## src/rtl/fetx_pkg.sv

```systemverilog
package fetx_pkg;
  localparam int SYM_W = 5;
  localparam int NIB_W = 4;
  localparam int DIB_W = 2;

  localparam logic [SYM_W-1:0] CG_IDLE = 5'b11111;
  localparam logic [SYM_W-1:0] CG_J    = 5'b11000;
  localparam logic [SYM_W-1:0] CG_K    = 5'b10001;
  localparam logic [SYM_W-1:0] CG_T    = 5'b01101;
  localparam logic [SYM_W-1:0] CG_R    = 5'b00111;

  typedef enum logic [1:0] {
    MLT_ZERO = 2'b00,
    MLT_POS  = 2'b01,
    MLT_NEG  = 2'b11
  } mlt_t;

  typedef enum logic [1:0] {
    FR_IDLE,
    FR_SEND_K,
    FR_DATA,
    FR_SEND_R
  } frame_st_t;

  typedef struct packed {
    logic             is_end;
    logic [NIB_W-1:0] nib;
  } fifo_word_t;

  function automatic logic [SYM_W-1:0] enc_4b5b(input logic [NIB_W-1:0] n);
    logic [SYM_W-1:0] g;
    case (n)
      4'h0: g = 5'b11110;
      4'h1: g = 5'b01001;
      4'h2: g = 5'b10100;
      4'h3: g = 5'b10101;
      4'h4: g = 5'b01010;
      4'h5: g = 5'b01011;
      4'h6: g = 5'b01110;
      4'h7: g = 5'b01111;
      4'h8: g = 5'b10010;
      4'h9: g = 5'b10011;
      4'hA: g = 5'b10110;
      4'hB: g = 5'b10111;
      4'hC: g = 5'b11010;
      4'hD: g = 5'b11011;
      4'hE: g = 5'b11100;
      default: g = 5'b11101;
    endcase
    return g;
  endfunction
endpackage

```

## src/rtl/fetx_dibit_packer.sv

```systemverilog
module fetx_dibit_packer
  import fetx_pkg::*;
(
  input  logic                 clk,
  input  logic                 rst,
  input  logic                 tx_valid,
  input  logic                 tx_en,
  input  logic [DIB_W-1:0]     tx_dibit,
  output logic                 push,
  output fifo_word_t           word
);
  logic             half_q;
  logic [DIB_W-1:0] low_q;
  logic             active_q;
  logic             end_pend_q;

  // First dibit of a pair lands in the low bits; a lone last dibit
  // is padded with zeros and its end marker follows one clock later.
  always_ff @(posedge clk) begin
    if (rst) begin
      push       <= 1'b0;
      word       <= '0;
      half_q     <= 1'b0;
      low_q      <= '0;
      active_q   <= 1'b0;
      end_pend_q <= 1'b0;
    end else begin
      push <= 1'b0;
      if (end_pend_q) begin
        push       <= 1'b1;
        word       <= '{is_end: 1'b1, nib: '0};
        end_pend_q <= 1'b0;
        if (tx_valid && tx_en) begin
          low_q    <= tx_dibit;
          half_q   <= 1'b1;
          active_q <= 1'b1;
        end
      end else if (tx_valid && tx_en) begin
        active_q <= 1'b1;
        if (half_q) begin
          push   <= 1'b1;
          word   <= '{is_end: 1'b0, nib: {tx_dibit, low_q}};
          half_q <= 1'b0;
        end else begin
          low_q  <= tx_dibit;
          half_q <= 1'b1;
        end
      end else if (active_q && !tx_en) begin
        active_q <= 1'b0;
        push     <= 1'b1;
        half_q   <= 1'b0;
        if (half_q) begin
          word       <= '{is_end: 1'b0, nib: {{(NIB_W-DIB_W){1'b0}}, low_q}};
          end_pend_q <= 1'b1;
        end else begin
          word <= '{is_end: 1'b1, nib: '0};
        end
      end
    end
  end
endmodule

```

## src/rtl/fetx_fifo.sv

```systemverilog
module fetx_fifo #(
  parameter int WIDTH = 5,
  parameter int DEPTH = 8,
  localparam int AW = $clog2(DEPTH),
  localparam int LW = AW + 1
) (
  input  logic             clk,
  input  logic             rst,
  input  logic             push,
  input  logic [WIDTH-1:0] wdata,
  input  logic             pop,
  output logic [WIDTH-1:0] rdata,
  output logic             empty,
  output logic             full,
  output logic [LW-1:0]    level
);
  logic [WIDTH-1:0] mem [DEPTH];
  logic [LW-1:0]    wr_q;
  logic [LW-1:0]    rd_q;

  always_ff @(posedge clk) begin
    if (push && !full) mem[wr_q[AW-1:0]] <= wdata;
  end

  always_ff @(posedge clk) begin
    if (rst) begin
      wr_q <= '0;
      rd_q <= '0;
    end else begin
      if (push && !full) wr_q <= wr_q + 1'b1;
      if (pop && !empty) rd_q <= rd_q + 1'b1;
    end
  end

  assign rdata = mem[rd_q[AW-1:0]];
  assign level = wr_q - rd_q;
  assign empty = (wr_q == rd_q);
  assign full  = (level == LW'(DEPTH));
endmodule

```

## src/rtl/fetx_framer.sv

```systemverilog
module fetx_framer
  import fetx_pkg::*;
#(
  parameter int LW          = 4,
  parameter int START_LEVEL = 2
) (
  input  logic             clk,
  input  logic             rst,
  input  logic             sym_load,
  input  fifo_word_t       head,
  input  logic             empty,
  input  logic [LW-1:0]    level,
  output logic             pop,
  output logic [SYM_W-1:0] group
);
  frame_st_t st_q, st_d;
  logic      want_pop;

  always_comb begin
    st_d     = st_q;
    want_pop = 1'b0;
    group    = CG_IDLE;
    case (st_q)
      FR_IDLE: begin
        if (!empty && head.is_end) begin
          want_pop = 1'b1;                      // stale end marker
        end else if (!empty && level >= LW'(START_LEVEL)) begin
          want_pop = 1'b1;                      // first nibble -> J
          group    = CG_J;
          st_d     = FR_SEND_K;
        end
      end
      FR_SEND_K: begin
        group    = CG_K;
        want_pop = !empty && !head.is_end;
        st_d     = FR_DATA;
      end
      FR_DATA: begin
        if (empty) begin
          group = CG_T;                         // underflow close
          st_d  = FR_SEND_R;
        end else if (head.is_end) begin
          want_pop = 1'b1;
          group    = CG_T;
          st_d     = FR_SEND_R;
        end else begin
          want_pop = 1'b1;
          group    = enc_4b5b(head.nib);
        end
      end
      default: begin
        group = CG_R;
        st_d  = FR_IDLE;
      end
    endcase
  end

  assign pop = want_pop && sym_load;

  always_ff @(posedge clk) begin
    if (rst)           st_q <= FR_IDLE;
    else if (sym_load) st_q <= st_d;
  end
endmodule

```

## src/rtl/fetx_line_path.sv

```systemverilog
module fetx_line_path
  import fetx_pkg::*;
#(
  parameter int          LFSR_W = 11,
  parameter int          TAP_HI = 10,
  parameter int          TAP_LO = 8,
  parameter logic [10:0] SEED   = 11'h7FF,
  localparam int         CW     = $clog2(SYM_W)
) (
  input  logic              clk,
  input  logic              rst,
  input  logic [SYM_W-1:0]  group,
  output logic              sym_load,
  output logic              line_nrzi,
  output mlt_t              mlt_code,
  output logic [LFSR_W-1:0] lfsr_state
);
  logic [CW-1:0]    cnt_q;
  logic [SYM_W-1:0] sh_q;
  logic [LFSR_W-1:0] lfsr_q;
  logic             scr_q;
  logic             last_pos_q;
  logic             fb;

  assign sym_load   = (cnt_q == CW'(SYM_W - 1));
  assign fb         = lfsr_q[TAP_HI] ^ lfsr_q[TAP_LO];
  assign lfsr_state = lfsr_q;

  always_ff @(posedge clk) begin
    if (rst) begin
      cnt_q      <= CW'(SYM_W - 1);
      sh_q       <= CG_IDLE;
      lfsr_q     <= LFSR_W'(SEED);
      scr_q      <= 1'b0;
      line_nrzi  <= 1'b0;
      mlt_code   <= MLT_ZERO;
      last_pos_q <= 1'b0;
    end else begin
      cnt_q  <= sym_load ? '0 : cnt_q + 1'b1;
      sh_q   <= sym_load ? group : {sh_q[SYM_W-2:0], 1'b0};
      lfsr_q <= {lfsr_q[LFSR_W-2:0], fb};
      scr_q  <= sh_q[SYM_W-1] ^ fb;
      line_nrzi <= line_nrzi ^ scr_q;
      if (scr_q) begin
        case (mlt_code)
          MLT_ZERO: begin
            mlt_code   <= last_pos_q ? MLT_NEG : MLT_POS;
            last_pos_q <= !last_pos_q;
          end
          default: mlt_code <= MLT_ZERO;
        endcase
      end
    end
  end
endmodule

```

## src/rtl/fetx_symbol_path.sv

```systemverilog
module fetx_symbol_path
  import fetx_pkg::*;
#(
  parameter int          FIFO_DEPTH  = 8,
  parameter int          START_LEVEL = 2,
  parameter logic [10:0] SEED        = 11'h7FF,
  localparam int         LW          = $clog2(FIFO_DEPTH) + 1,
  localparam int         FW          = $bits(fifo_word_t)
) (
  input  logic             clk,
  input  logic             rst,
  input  logic             tx_valid,
  input  logic             tx_en,
  input  logic [DIB_W-1:0] tx_dibit,
  output logic             line_nrzi,
  output logic [1:0]       mlt_code
);
  logic             fifo_push;
  fifo_word_t       push_word;
  logic [FW-1:0]    head_raw;
  fifo_word_t       head_word;
  logic             fifo_pop;
  logic             fifo_empty;
  logic             fifo_full;
  logic [LW-1:0]    fifo_level;
  logic             sym_load;
  logic [SYM_W-1:0] next_group;
  logic [10:0]      lfsr_state;
  mlt_t             mlt_level;

  fetx_dibit_packer packer_i (
    .clk(clk), .rst(rst), .tx_valid(tx_valid), .tx_en(tx_en),
    .tx_dibit(tx_dibit), .push(fifo_push), .word(push_word)
  );

  fetx_fifo #(.WIDTH(FW), .DEPTH(FIFO_DEPTH)) fifo_i (
    .clk(clk), .rst(rst), .push(fifo_push), .wdata(push_word),
    .pop(fifo_pop), .rdata(head_raw), .empty(fifo_empty),
    .full(fifo_full), .level(fifo_level)
  );

  assign head_word = fifo_word_t'(head_raw);

  fetx_framer #(.LW(LW), .START_LEVEL(START_LEVEL)) framer_i (
    .clk(clk), .rst(rst), .sym_load(sym_load), .head(head_word),
    .empty(fifo_empty), .level(fifo_level), .pop(fifo_pop),
    .group(next_group)
  );

  fetx_line_path #(.SEED(SEED)) line_i (
    .clk(clk), .rst(rst), .group(next_group), .sym_load(sym_load),
    .line_nrzi(line_nrzi), .mlt_code(mlt_level), .lfsr_state(lfsr_state)
  );

  assign mlt_code = mlt_level;
endmodule


```

## config.mk

```make
export PLATFORM = sky130hd
export DESIGN_NAME = fetx_symbol_path
export DESIGN_NICKNAME = d
export VERILOG_FILES = /design/src/rtl/fetx_pkg.sv /design/src/rtl/fetx_dibit_packer.sv /design/src/rtl/fetx_fifo.sv /design/src/rtl/fetx_framer.sv /design/src/rtl/fetx_line_path.sv /design/src/rtl/fetx_symbol_path.sv
export SDC_FILE = /design/constraint.sdc
export NUM_CORES = 1
export LEC_CHECK = 0
export ABC_AREA = 1
export CAP_MARGIN = 20
export CORE_MARGIN = 2
export CORE_UTILIZATION = 40
export DETAILED_ROUTE_END_ITERATION = 8
export DONT_BUFFER_PORTS = 1
export GPL_TIMING_DRIVEN = 0
export PLACE_DENSITY = 0.65
export SYNTH_ARGS = -nofsm -noshare
export SYNTH_HDL_FRONTEND = slang
export SYNTH_SLANG_ARGS = --single-unit
```

## constraint.sdc

```tcl
create_clock -name clk -period 3.1 [get_ports clk]
set_input_delay 0.155 -clock clk [delete_from_list [all_inputs] [get_ports clk]]
set_output_delay 0.155 -clock clk [all_outputs]
set_load 0.02 [all_outputs]
```

## Word-level counts from Yosys, hierarchy flattened

Memory sizes are Yosys's and may differ from the RTL's. A register that Yosys moved wholly into a read port is not among the register bits.
Index checks and enable logic that the tools add are counted.
W data, S select, Z words.

| word-level totals | value |
|---|---|
| bits in registers | 45 |
| bits in writable memories | 40 |
| bits in read-only memories | 80 |
| logic and storage cells | 109 |
| memories | 2 |

| cells by class | value |
|---|---|
| $add $sub $neg | 4 |
| $lt $le $gt $ge | 1 |
| eq/ne operators | 12 |
| multiplexer cells | 42 |
| bitwise gates (word level) | 4 |
| reduce and logical (&&, ||, !) cells | 26 |

Memory list:

| memory | depth | width | read ports | clocked after Yosys merged registers in | write ports | line | source |
|---|---|---|---|---|---|---|---|
| (name not given) | 16 | 5 | 1 | 0 | 0 | fetx_pkg.sv:32 | `case (n)` |
| fifo_i.mem | 8 | 5 | 1 | 1 | 1 | fetx_fifo.sv:17 | `logic [WIDTH-1:0] mem [DEPTH];` |

Operators with widths:

| cell | number |
|---|---|
| $mux W5 | 9 |
| $mux W2 | 10 |
| $mux W1 | 16 |
| $pmux W5 S3 | 1 |
| $mux W3 | 4 |
| $reduce_and A2 Y1 | 5 |
| $add A4 B1 Y4 const B | 2 |
| $logic_and A1 B1 Y1 | 8 |
| $ne A2 B2 Y1 const B | 3 |
| $ne A3 B1 Y1 const B | 2 |
| $pmux W2 S3 | 1 |
| $logic_not A1 Y1 | 5 |
| $eq A4 B4 Y1 | 1 |
| $eq A4 B4 Y1 const B | 1 |
| $ge A4 B2 Y1 const B | 1 |
| $logic_not A2 Y1 | 2 |
| $ne A2 B1 Y1 const B | 2 |
| $reduce_and A4 Y1 | 1 |
| $reduce_or A2 Y1 | 2 |
| $reduce_or A4 Y1 | 1 |
| $sub A4 B4 Y4 | 1 |
| $add A3 B1 Y3 const B | 1 |
| $eq A3 B3 Y1 const B | 1 |
| $pmux W1 S3 | 1 |
| 6 further kinds | 8 |

## Longest topological paths before layout

Gate-level depths: netlist (run 1).

| depth | value |
|---|---|
| word-level depth | 10 |
| depth in mapped cells | 15 |
| mapped depth without buffers | 15 |

## Cells and area by module

A second synthesis (run 1) with hierarchy kept.

| second synthesis, totals | value |
|---|---|
| cell total of the unflattened synthesis | 437 |
| area total of the unflattened synthesis | 3,912.5 µm² |

Modules (own cells, without submodules):

| module | times used | cells an instance | area an instance (µm²) | seq. area each (µm²) |
|---|---|---|---|---|
| fetx_fifo | 1 | 224 | 2,265.9 | 1,421.4 |
| fetx_line_path | 1 | 87 | 799.5 | 480.5 |
| fetx_dibit_packer | 1 | 67 | 494.2 | 220.2 |
| fetx_framer | 1 | 59 | 352.8 | 40.0 |

## Worst setup path after synthesis (run 1)

No wires, ideal clock.

| timing path | value |
|---|---|
| path type | reg-to-reg |
| start point | register fifo_i.rd_q[0] |
| end point | memory fifo_i.mem[7][0], enable pin |
| library setup time | 0.347 ns |
| arrival | 1.838 ns |
| data required time | 2.753 ns |
| setup slack | 0.915 ns |
| stages on the path, launching flop included | 12 |
| path buffers | 0 |
| path through | dfxtp_1 -> ha_1 -> inv_1 -> fa_1 -> a21oi_1 -> o21ai_0 -> nor2_1 -> nand2_1 -> nand2_1 -> inv_2 -> nand2_2 -> nor2_1 |

| between the ends | value |
|---|---|
| cells in the longest elaborated chain, start to end | 6 |

RTL lines:

| element | line | source |
|---|---|---|
| start: declaration | fetx_fifo.sv:19 | `logic [LW-1:0] rd_q;` |
| start signal: assignment | fetx_fifo.sv:31 | `if (pop && !empty) rd_q <= rd_q + 1'b1;` |
| $sub A4 B4 Y4 | fetx_fifo.sv:36 | `assign level = wr_q - rd_q;` |
| $eq A4 B4 Y1 | fetx_fifo.sv:38 | `assign full = (level == LW'(DEPTH));` |
| $logic_not A1 Y1 | fetx_fifo.sv:22 | `if (push && !full) mem[wr_q[AW-1:0]] <= wdata;` |
| $logic_and A1 B1 Y1 | fetx_fifo.sv:22 |  |
| $mux W1 | fetx_fifo.sv:22 |  |
| $mux W1 (not written as such) | fetx_fifo.sv:22 |  |
| end: declaration | fetx_fifo.sv:17 |  |

No other way between the ends.

## Worst setup path after layout (run 1)

| timing path | value |
|---|---|
| start point | register fifo_i.rd_q[0] |
| end point | memory fifo_i.mem[6][4], enable pin |

The elaborated chain is that of the path after synthesis.

==> impl_metrics.json, run 1 <==
{
  "run_status": "finished, final reports clean",
  "nNetsFinal": 448,
  "critical_path.cell_chain": "ha_1, inv_1, fa_1, a21oi_1, o21ai_0, nor2_1, nand2_1, nand2_1, inv_2, nand2_1, nor2_1",
  "worst_hold_path.num_cells": 3,
  "achievable-frequency_ghz": 0.373,
  "cts_tree": "yes",
  "hpwl_after_dpl_um": 5080,
  "synth_top_family_by_area": "simple AND/OR/NAND/NOR gates",
  "clock-skew-final_ps": 7.11,
  "post-route-min-period_ps": 2680,
  "wirelength_um": 6950,
  "die_width_um": 102,
  "fp-row-count": 35,
  "port_buffers": 0,
  "timing.critical_path.slowest_cell_delay_ps": 490,
  "vias_per_cell": 4.69,
  "clock_power_share_pct": 28.6,
  "internal_power_mw": 1.94,
  "rsz_0062_raised_after_global_routing": "no",
  "coreArea_um2": 9240,
  "cpMostUsedCell": "sky130_fd_sc_hd__nand2_1",
  "total_overflow_reported_by_the_global_router": 0,
  "power.combinational.fraction_pct": 24.6,
  "slew_of_the_pin_with_the_lowest_slew_margin_ps": 586,
  "synthesis.yosys.warnings": 0,
  "post_synth_inst_count": 417,
  "wp_data_arrival_ps": 2680,
  "grt_antenna_before_repair": 0,
  "clk_root_buffer_cell": "sky130_fd_sc_hd__clkbuf_8",
  "area_growth_pct": 10.3,
  "mappedNetlistNets": 435,
  "drv_slew": 0,
  "cp_top_family": "simple AND/OR/NAND/NOR gates",
  "final_ant_viol_nets": 0,
  "synth-adder-area-share_pct": 4.14,
  "cts_buffer_depth": 2,
  "num-fill-cells": 880,
  "ys_seq_elements": 88,
  "post_synth_main_area_contributors": "sky130_fd_sc_hd__edfxtp_1 (32%), sky130_fd_sc_hd__dfxtp_1 (25%), sky130_fd_sc_hd__nand2_1 (7.5%), sky130_fd_sc_hd__nor2_1 (6.6%), sky130_fd_sc_hd__inv_1 (3.7%)",
  "compound_gate_fraction_of_synth_area_pct": 8.84,
  "hold_path_end": "packer_i.end_pend_q",
  "timing.slew.headroom_pct": 60.8,
  "crit_fanout": 5,
  "critical_path_buf_inv_count": 2,
  "fin_ws_ps": 416,
  "max_cap_viol_count": 0,
  "drcViolationCount": 0,
  "cts_post_setup_buffers_inserted": 0,
  "power-per-cell-area_nw_per_um2": 681,
  "finalHoldViolations": 0,
  "synth.distinct_cells": 35,
  "ioPinCount": 9,
  "timing.rr.end": "fifo_i.mem[6][4]",
  "setup.worst_path.start_class": "flop",
  "floorplan.die_area_um2": 10300,
  "power.switching_uw": 921,
  "avgRoutedWirePerCell_um": 12.3,
  "worst_ir_drop_vdd_mv": 0.435,
  "seqPwrFrac_pct": 46.8,
  "post_synth_mux_area_share_pct": 0,
  "worstSkewPairLatency_ps": 360,
  "pre_cts_slack_ps": 401,
  "timing.critical_path.slowest_stage_cell": "sky130_fd_sc_hd__fa_1",
  "holdCritPathClass": "primary input to flop",
  "first_global_vias": 2485,
  "grt_start_max_net_pins": 17,
  "numCtsBuffers": 9,
  "h-tree-depth": 3,
  "synthSimpleGateAreaFrac_pct": 22.8,
  "sw_frac_of_total_pct": 32.2,
  "path_clk_slew_ps": 90,
  "final_min_period_over_clock_period_pct": 86.6,
  "initial_utilization_pct": 41.2,
  "total_power_mw": 2.86,
  "finalSetupViolations": 0,
  "grt_first_pass_wirelength_um": 11600,
  "track_usage_pct": 14.7,
  "detail_route.first_pass.iterations": 4,
  "cts_repair_resize_count": 0,
  "avgSynthCellArea_um2": 9.13,
  "yosysSeqAreaShare_pct": 56.8,
  "rrSetupSlack_ps": 420,
  "area_of_the_mapped_netlist_um2": 3810,
  "cp.depth": 11,
  "xor_xnor_share_of_the_synthesized_area_pct": 1.15,
  "worstSetupEndpointType": "flop",
  "required_ps": 3100,
  "rr_startpoint": "fifo_i.rd_q[0]",
  "vias": 2644,
  "setup-tns-final_ps": 0,
  "timing.setup.critical_path_class": "flop to flop",
  "gpl_wtd_cong": 0.868,
  "yosys.area.top_type": "sky130_fd_sc_hd__edfxtp_1",
  "drt_first_iter_violations": 104,
  "layout_cell_share_with_drive_strength_beyond_1_pct": 12.9,
  "timing.reg2reg.worst_path_depth": 11,
  "p_leak_nw": 1.65,
  "hold_path_startpoint": "tx_en",
  "antenna_cells": 0,
  "synth_top_area_share_pct": 31.5,
  "clock-sinks": 88,
  "die_h_um": 102
}
==> what timing repair did <==
item,CTS,global route
setup endpoints to repair,0,0
endpoints found under the hold margin,4,0
hold buffers,2,0
==> flip-flops by register name, summed over array words and instances (netlist names), 2 cells and up, named ones only <==
| name | cells |
|---|---|
| fifo_i.mem | 40 |
| fifo_i.rd_q | 4 |
| fifo_i.wr_q | 4 |
| framer_i.st_q | 2 |
| line_i.cnt_q | 3 |
| line_i.lfsr_state | 11 |
| line_i.mlt_code | 2 |
| line_i.sh_q | 5 |
| packer_i.low_q | 2 |
| packer_i.word | 5 |
==> stage by stage <==
step / instance area (um^2) / hold WS [ps] / cells / util, %
finish: 4200 / 16.7 / 564 / 45.4
global route: 4200 / 19.0 / 564 / 45.4
CTS: 4200 / 10.4 / 564 / 45.4
detailed placement: 3970 / 317 / 546 / 43.0
global placement: 3970 / 313 / 546 / 43.0
floorplan: 3810 / 302 / 417 / -
==> power groups by stage <==
stage               Sequential, mW  Clock, mW  Combinational (mW)
floorplan                     1.35          0               0.565
global placement              1.36          0               0.685
detailed placement            1.37          0               0.704
CTS                           1.34      0.836               0.710
global route                  1.35      0.883               0.804
finish                        1.34      0.818               0.703
==> how the worst max path moves through the flow <==
stage | from | slack, ps | endpoint
after global placement | fifo_i.rd_q[0] | 480 | fifo_i.mem[6][3]
after floorplan | fifo_i.rd_q[0] | 910 | fifo_i.mem[7][0]
final | fifo_i.rd_q[0] | 420 | fifo_i.mem[6][4]
after global routing | fifo_i.rd_q[0] | 160 | fifo_i.mem[6][3]
after detailed placement | fifo_i.rd_q[0] | 400 | fifo_i.mem[6][3]
after CTS | fifo_i.rd_q[0] | 380 | fifo_i.mem[6][3]
==> cells in the mapped netlist, drive strengths merged <==
| library cell | n |
|---|---|
| nand3 | 25 |
| o211ai | 1 |
| nand4 | 1 |
| buf | 6 |
| xor2 | 3 |
| o21a | 2 |
| nand3b | 1 |
| edfxtp | 40 |
| clkbuf | 5 |
| a21oi | 25 |
| fa | 1 |
| o31ai | 1 |
| nor3b | 1 |
| o21ai | 31 |
| a211oi | 2 |
| xnor2 | 2 |
| dfxtp | 48 |
| inv | 45 |
| nand2 | 81 |
| or2 | 11 |
| o21bai | 1 |
| nor3 | 2 |
| nor2 | 71 |
| ha | 11 |
==> layer usage <==
layer  track usage (%)  wire, um  up-vias
met5                 0         0        -
met4              4.68        86        0
met1              17.4      3170     1220
met3              3.86       208        9
li1                  -         -     1385
met2              26.1      3480       30
==> final cells by class <==
class / instances / area, um^2 / share of cell area (%)
clock buffers: 10 / 138 / 3.28
multi-input cells: 273 / 1410 / 33.5
flip-flops and latches: 88 / 2160 / 51.5
well taps: 129 / 161 / 3.84
clock inverters: 6 / 72.6 / 1.73
repair buffers: 2 / 20.0 / 0.477
plain buffers: 11 / 71.3 / 1.70
inverters: 45 / 169 / 4.02
==> cells in the final DEF (no fill, tap or decap), types with 11 or more instances in the layout <==
cell type                  instances
sky130_fd_sc_hd__o21ai_1          18
sky130_fd_sc_hd__dfxtp_1          48
sky130_fd_sc_hd__o21ai_0          13
sky130_fd_sc_hd__nand2_1          76
sky130_fd_sc_hd__or2_2            11
sky130_fd_sc_hd__nor2_1           67
sky130_fd_sc_hd__nand3_1          21
sky130_fd_sc_hd__edfxtp_1         40
sky130_fd_sc_hd__ha_1             11
sky130_fd_sc_hd__a21oi_1          25
sky130_fd_sc_hd__inv_1            38
==> tightest hold or removal path: stages <==
cell and delay, ps:
sky130_fd_sc_hd__inv_1 20, sky130_fd_sc_hd__nand2_1 100, sky130_fd_sc_hd__nor3b_1 60
==> kinds of logic (layout without fill, tap and decap cells) <==
group | Yosys count | in the layout
buf+inv | 56 | 74
xor+xnor | 5 | 5
compound gates | 63 | 63
simple gates | 193 | 193
flops | 88 | 88
fa+ha+maj | 12 | 12
Power figures use the tool's default switching activity.
==> inputs of run 2 (changes only) <==
--- a/config.mk
+++ b/config.mk
@@ -6,13 +6,15 @@
 export NUM_CORES = 1
 export LEC_CHECK = 0
 export ABC_AREA = 1
+export ABC_CLOCK_PERIOD_IN_PS = 3100
 export CAP_MARGIN = 20
 export CORE_MARGIN = 2
 export CORE_UTILIZATION = 40
 export DETAILED_ROUTE_END_ITERATION = 8
 export DONT_BUFFER_PORTS = 1
 export GPL_TIMING_DRIVEN = 0
-export PLACE_DENSITY = 0.65
+export PLACE_DENSITY = 0.63
+export SLEW_MARGIN = 20
 export SYNTH_ARGS = -nofsm -noshare
 export SYNTH_HDL_FRONTEND = slang
 export SYNTH_SLANG_ARGS = --single-unit
==> run 2 against run 1 <==
  * Global-route usage up 0.51 points
  * Clock skew up 1.3 ps
  * Cell count unchanged
  * Utilization up 0.18 points
  * Die area unchanged
  * Critical path type unchanged
  * Critical endpoint is now fifo_i.mem[4][0]
  * Largest cell class unchanged
  * Highest routed layer unchanged
==> impl_metrics.json, run 2 (same netlist as run 1, synthesis figures left out) <==
{
  "power.combinational.fraction_pct": 24.2,
  "wirelength_um": 7170,
  "drcViolationCount": 0,
  "dpl.cell_count": 546,
  "floorplan.die_area_um2": 10300,
  "worst_ir_drop_vdd_mv": 0.467,
  "fin_hold_ws_ps": 22.1,
  "p_leak_nw": 1.66,
  "timing.critical_path.to": "fifo_i.mem[4][0]",
  "required_ps": 3090,
  "area_growth_pct": 10.7,
  "crit_fanout": 5,
  "first_global_vias": 2539,
  "vias": 2660,
  "vias_per_cell": 4.72,
  "internal_power_mw": 2.00,
  "number_of_flip_flops_under_the_largest_register_name": 40,
  "total_power_mw": 2.93,
  "power-per-cell-area_nw_per_um2": 696,
  "final_cell_mix": "sky130_fd_sc_hd__nand2_1 (76), sky130_fd_sc_hd__nor2_1 (67), sky130_fd_sc_hd__dfxtp_1 (48), sky130_fd_sc_hd__edfxtp_1 (40), sky130_fd_sc_hd__inv_1 (38)",
  "final_ant_viol_nets": 0,
  "hpwl_after_dpl_um": 5120,
  "worstSetupEndpointType": "flop",
  "cts_repair_resize_count": 0,
  "setup.worst_path.start_class": "flop",
  "clk_root_buffer_cell": "sky130_fd_sc_hd__clkbuf_8",
  "max_cap_viol_count": 0,
  "numCtsBuffers": 9,
  "cts_tree": "yes",
  "num-fill-cells": 885,
  "clock_power_share_pct": 30.1,
  "holdCritPathClass": "primary input to flop",
  "nNetsFinal": 448,
  "timing.slew.headroom_pct": 60.8,
  "drv_slew": 0,
  "antenna_cells": 0,
  "power.switching_uw": 937,
  "achievable-frequency_ghz": 0.379,
  "port_buffers": 0,
  "drt_first_iter_violations": 155,
  "layout_cell_share_with_drive_strength_beyond_1_pct": 12.9,
  "final_common_cell": "sky130_fd_sc_hd__nand2_1",
  "rr_startpoint": "fifo_i.rd_q[0]",
  "avgRoutedWirePerCell_um": 12.7,
  "critPathLaunch": "fifo_i.rd_q[0]",
  "clock-skew-final_ps": 8.45,
  "die_h_um": 102,
  "run_status": "finished, final reports clean",
  "sw_frac_of_total_pct": 31.9,
  "worstSkewPairLatency_ps": 350,
  "ioPinCount": 9,
  "post-route-min-period_ps": 2640,
  "final_cell_count_no_fill": 564,
  "finalHoldViolations": 0,
  "total_overflow_reported_by_the_global_router": 0,
  "timing.rr.end": "fifo_i.mem[4][0]",
  "detail_route.first_pass.iterations": 4,
  "cts_buffer_depth": 2,
  "wp_data_arrival_ps": 2630,
  "rsz_0062_raised_after_global_routing": "no",
  "seqPwrFrac_pct": 45.7,
  "final_min_period_over_clock_period_pct": 85.0,
  "clock-sinks": 88,
  "finalSetupViolations": 0,
  "final_util_pct": 45.6,
  "initial_utilization_pct": 41.2,
  "timing.reg2reg.worst_path_depth": 11,
  "h-tree-depth": 3,
  "gpl_wtd_cong": 0.826,
  "timing.setup.critical_path_class": "flop to flop",
  "fp-row-count": 35,
  "grt_start_max_net_pins": 17,
  "coreArea_um2": 9240,
  "slew_of_the_pin_with_the_lowest_slew_margin_ps": 585,
  "path_clk_slew_ps": 90,
  "grt_antenna_before_repair": 0,
  "cts_hold_repair.buffers": 2,
  "track_usage_pct": 15.2,
  "die_width_um": 102,
  "rrSetupSlack_ps": 460,
  "setup-tns-final_ps": 0,
  "grt_first_pass_wirelength_um": 11900,
  "cts_post_setup_buffers_inserted": 0
}
==> run 2: power by group through the flow <==
stage | clock, mW | sequential (mW) | combinational (mW)
6_report | 0.884 | 1.34 | 0.709
5_1_grt | 0.939 | 1.35 | 0.813
4_1_cts | 0.900 | 1.34 | 0.713
3_5_place_dp | 0 | 1.37 | 0.706
3_3_place_gp | 0 | 1.36 | 0.689
2_1_floorplan | 0 | 1.35 | 0.565
==> run 2: how the worst min path moves through the flow <==
stage | from | endpoint | cells after the start | slack [ps]
after floorplan | tx_dibit[0] | packer_i.low_q[0] | 2 | 300
after global placement | tx_dibit[0] | packer_i.low_q[0] | 2 | 310
after detailed placement | tx_dibit[0] | packer_i.low_q[0] | 2 | 320
after CTS | tx_en | packer_i.active_q | 2 | 10
after global routing | tx_en | packer_i.end_pend_q | 3 | 40
final | tx_en | packer_i.active_q | 2 | 20
==> run 2: critical path, stage by stage, from the launching register on <==
cell and delay (ps):
sky130_fd_sc_hd__dfxtp_1 460, sky130_fd_sc_hd__ha_1 190, sky130_fd_sc_hd__inv_1 60, sky130_fd_sc_hd__fa_1 490
sky130_fd_sc_hd__a21oi_1 40, sky130_fd_sc_hd__o21ai_0 130, sky130_fd_sc_hd__nor2_1 70, sky130_fd_sc_hd__nand2_1 60
sky130_fd_sc_hd__nand2_1 110, sky130_fd_sc_hd__inv_2 110, sky130_fd_sc_hd__nand2_1 130, sky130_fd_sc_hd__nor2_1 450
==> run 2: area by class of cell <==
class                           instances  area (um^2)  share of cell area, %
Buffer                                 11         71.3                   1.69
Clock buffer                            9          124                   2.94
Clock inverter                          7          103                   2.43
Inverter                               45          169                   4.01
Multi-Input combinational cell        273         1410                   33.3
Sequential cell                        88         2160                   51.3
Tap cell                              129          161                   3.83
Timing Repair Buffer                    2         20.0                  0.475
==> run 2: layer usage <==
layer	vias up	routed length (um)	global-route usage [%]	part of all wire (%)
met5	-	0	0	0
met4	0	40	5.93	0.56
met3	2	275	3.04	3.8
met2	41	3610	26.8	50
met1	1228	3240	18.3	45
li1	1389	-	-	-
==> run 2: metrics by stage <==
| stage | worst slack (ps) | area (um^2) |
|---|---|---|
| floorplan | 915 | 3810 |
| global placement | 532 | 3970 |
| detailed placement | 450 | 3970 |
| CTS | 426 | 4220 |
| global route | 179 | 4220 |
| finish | 464 | 4220 |
==> inputs of run 3 (changes only) <==
==> constraint.sdc (replaced) <==
create_clock -name clk -period 3.1 [get_ports clk]
set_input_delay 0.31 -clock clk [delete_from_list [all_inputs] [get_ports clk]]
set_output_delay 0.31 -clock clk [all_outputs]
set_load 0.02 [all_outputs]
==> run 3 against run 2 <==
  * Clock power about the same
  * Global-route usage down 0.087 points
  * Routed wire length about the same
  * Sequential cell count unchanged
  * First-iteration DRC count down 13%
  * Worst setup slack worse by 29 ps
  * Via count about the same
  * Sequential share of layout area up 0.24 points
  * Sequential power about the same
  * Combinational power about the same
  * Largest cell class unchanged
==> impl_metrics.json, run 3 (same netlist as run 1, synthesis figures left out) <==
{
  "run_status": "finished, final reports clean",
  "coreArea_um2": 9240,
  "die_width_um": 102,
  "crit_fanout": 5,
  "final_cell_mix": "sky130_fd_sc_hd__nand2_1 (76), sky130_fd_sc_hd__nor2_1 (67), sky130_fd_sc_hd__dfxtp_1 (48), sky130_fd_sc_hd__edfxtp_1 (40), sky130_fd_sc_hd__inv_1 (38)",
  "final_common_cell": "sky130_fd_sc_hd__nand2_1",
  "fp-row-count": 35,
  "ioPinCount": 9,
  "met2_track_usage_gr_pct": 26.6,
  "floorplan.die_area_um2": 10300,
  "first_global_vias": 2518,
  "cpMostUsedCell": "sky130_fd_sc_hd__nand2_1",
  "total_overflow_reported_by_the_global_router": 0,
  "vias": 2661,
  "clock-skew-final_ps": 5.84,
  "number_of_flip_flops_under_the_largest_register_name": 40,
  "gr-max-usage-layer": "met2",
  "timing.reg2reg.worst_path_depth": 11,
  "finalSetupViolations": 0,
  "power-per-cell-area_nw_per_um2": 699,
  "critPathLaunch": "fifo_i.rd_q[0]",
  "timing.slew.headroom_pct": 60.7,
  "clock-sinks": 88,
  "hold_path_startpoint": "tx_dibit[0]",
  "port_buffers": 0,
  "cts_post_setup_buffers_inserted": 0,
  "cts_buffer_depth": 2,
  "grt_first_pass_wirelength_um": 11800,
  "drv_slew": 0,
  "post-route-min-period_ps": 2660,
  "rrSetupSlack_ps": 440,
  "area_growth_pct": 10.2,
  "max_cap_viol_count": 0,
  "cp_top_family": "simple AND/OR/NAND/NOR gates",
  "global_route.usage.met3_pct": 3.11,
  "h-tree-depth": 3,
  "rr_startpoint": "fifo_i.rd_q[0]",
  "gpl_wtd_cong": 0.826,
  "finalHoldViolations": 0,
  "antenna_cells": 0,
  "timing.critical_path.slowest_cell_delay_ps": 490,
  "timing.rr.end": "fifo_i.mem[4][0]",
  "rsz_0062_raised_after_global_routing": "no",
  "final_ant_viol_nets": 0,
  "p_leak_nw": 1.65,
  "layout_cell_share_with_drive_strength_beyond_1_pct": 12.9,
  "vias_per_cell": 4.73,
  "worst_ir_drop_vdd_mv": 0.467,
  "cts_hold_repair.buffers": 0,
  "wp_data_arrival_ps": 2660,
  "required_ps": 3090,
  "holdCritPathClass": "primary input to flop",
  "slew_of_the_pin_with_the_lowest_slew_margin_ps": 588,
  "path_clk_slew_ps": 80,
  "nNetsFinal": 446,
  "timing.setup.critical_path_class": "flop to flop",
  "timing.critical_path.to": "fifo_i.mem[4][0]",
  "drt_first_iter_violations": 135,
  "critical_path_buf_inv_count": 2,
  "numCtsBuffers": 9,
  "avgRoutedWirePerCell_um": 12.8,
  "drcViolationCount": 0,
  "die_h_um": 102,
  "cts_repair_resize_count": 0,
  "clk_root_buffer_cell": "sky130_fd_sc_hd__clkbuf_8",
  "timing.critical_path.slowest_stage_cell": "sky130_fd_sc_hd__fa_1",
  "setup-tns-final_ps": 0,
  "initial_utilization_pct": 41.2,
  "wirelength_um": 7170,
  "grt_antenna_before_repair": 0,
  "total_power_mw": 2.93,
  "setup.worst_path.start_class": "flop",
  "cp.depth": 11,
  "worstSkewPairLatency_ps": 350,
  "worstSetupEndpointType": "flop",
  "hpwl_after_dpl_um": 5120,
  "critical_path.cell_chain": "ha_1, inv_1, fa_1, a21oi_1, o21ai_0, nor2_1, nand2_1, nand2_1, inv_2, nand2_1, nor2_1",
  "grt_start_max_net_pins": 17,
  "achievable-frequency_ghz": 0.375,
  "final_min_period_over_clock_period_pct": 86.0,
  "detail_route.first_pass.iterations": 4,
  "track_usage_pct": 15.2,
  "cts_tree": "yes",
  "met1_usage_pct": 18.2
}
## run 3: cell types whose count changed in the layout (fill, tap and decap cells not counted), sizes merged
cell,previous run,this run
dlygate4sd3,2,0
## run 3: cell type report
| cell class | instances | area [um^2] |
|---|---|---|
| plain buffers | 11 | 71.3 |
| clock buffers | 9 | 124 |
| clock inverters | 7 | 103 |
| fillers | 884 | 5040 |
| inverters | 45 | 169 |
| multi-input cells | 273 | 1410 |
| flip-flops and latches | 88 | 2160 |
| well taps | 129 | 161 |
## run 3: worst min-delay path by stage
stage | endpoint | slack [ps] | depth (start not counted)
6_report | packer_i.low_q[0] | 110 | 2
2_1_floorplan | line_i.lfsr_state[10] | 390 | 1
3_5_place_dp | line_i.lfsr_state[1] | 390 | 1
3_3_place_gp | line_i.lfsr_state[7] | 390 | 1
5_1_grt | packer_i.low_q[0] | 100 | 2
4_1_cts | packer_i.low_q[0] | 90 | 2
## run 3: layer usage
metal  wire length, um  share of wire (%)
met5                 0                  0
met4                61               0.85
met3               264                3.7
met2              3560                 50
met1              3290                 46
## run 3: worst register-to-register path, cell delays in order (launching register included)
cell                      delay (ps)
sky130_fd_sc_hd__dfxtp_1         480
sky130_fd_sc_hd__ha_1            200
sky130_fd_sc_hd__inv_1            60
sky130_fd_sc_hd__fa_1            490
sky130_fd_sc_hd__a21oi_1          40
sky130_fd_sc_hd__o21ai_0         130
sky130_fd_sc_hd__nor2_1           70
sky130_fd_sc_hd__nand2_1          60
sky130_fd_sc_hd__nand2_1         110
sky130_fd_sc_hd__inv_2           110
sky130_fd_sc_hd__nand2_1         130
sky130_fd_sc_hd__nor2_1          450
## run 3: stage by stage
| step | cells | hold WS [ps] | worst slack, ps | utilization, % | cell area, um^2 |
|---|---|---|---|---|---|
| 2_1_floorplan | 417 | 389 | 915 | - | 3810 |
| 6_report | 562 | 106 | 435 | 45.4 | 4200 |
| 4_1_cts | 562 | 94.8 | 426 | 45.4 | 4200 |
| 5_1_grt | 562 | 103 | 179 | 45.4 | 4200 |
| 3_3_place_gp | 546 | 391 | 532 | 43.0 | 3970 |
| 3_5_place_dp | 546 | 394 | 450 | 43.0 | 3970 |
## run 3: power breakdown
part | switching (mW) | total (mW) | internal, mW
logic | 0.456 | 0.708 | 0.252
clock network | 0.421 | 0.885 | 0.464
registers | 0.0617 | 1.34 | 1.28
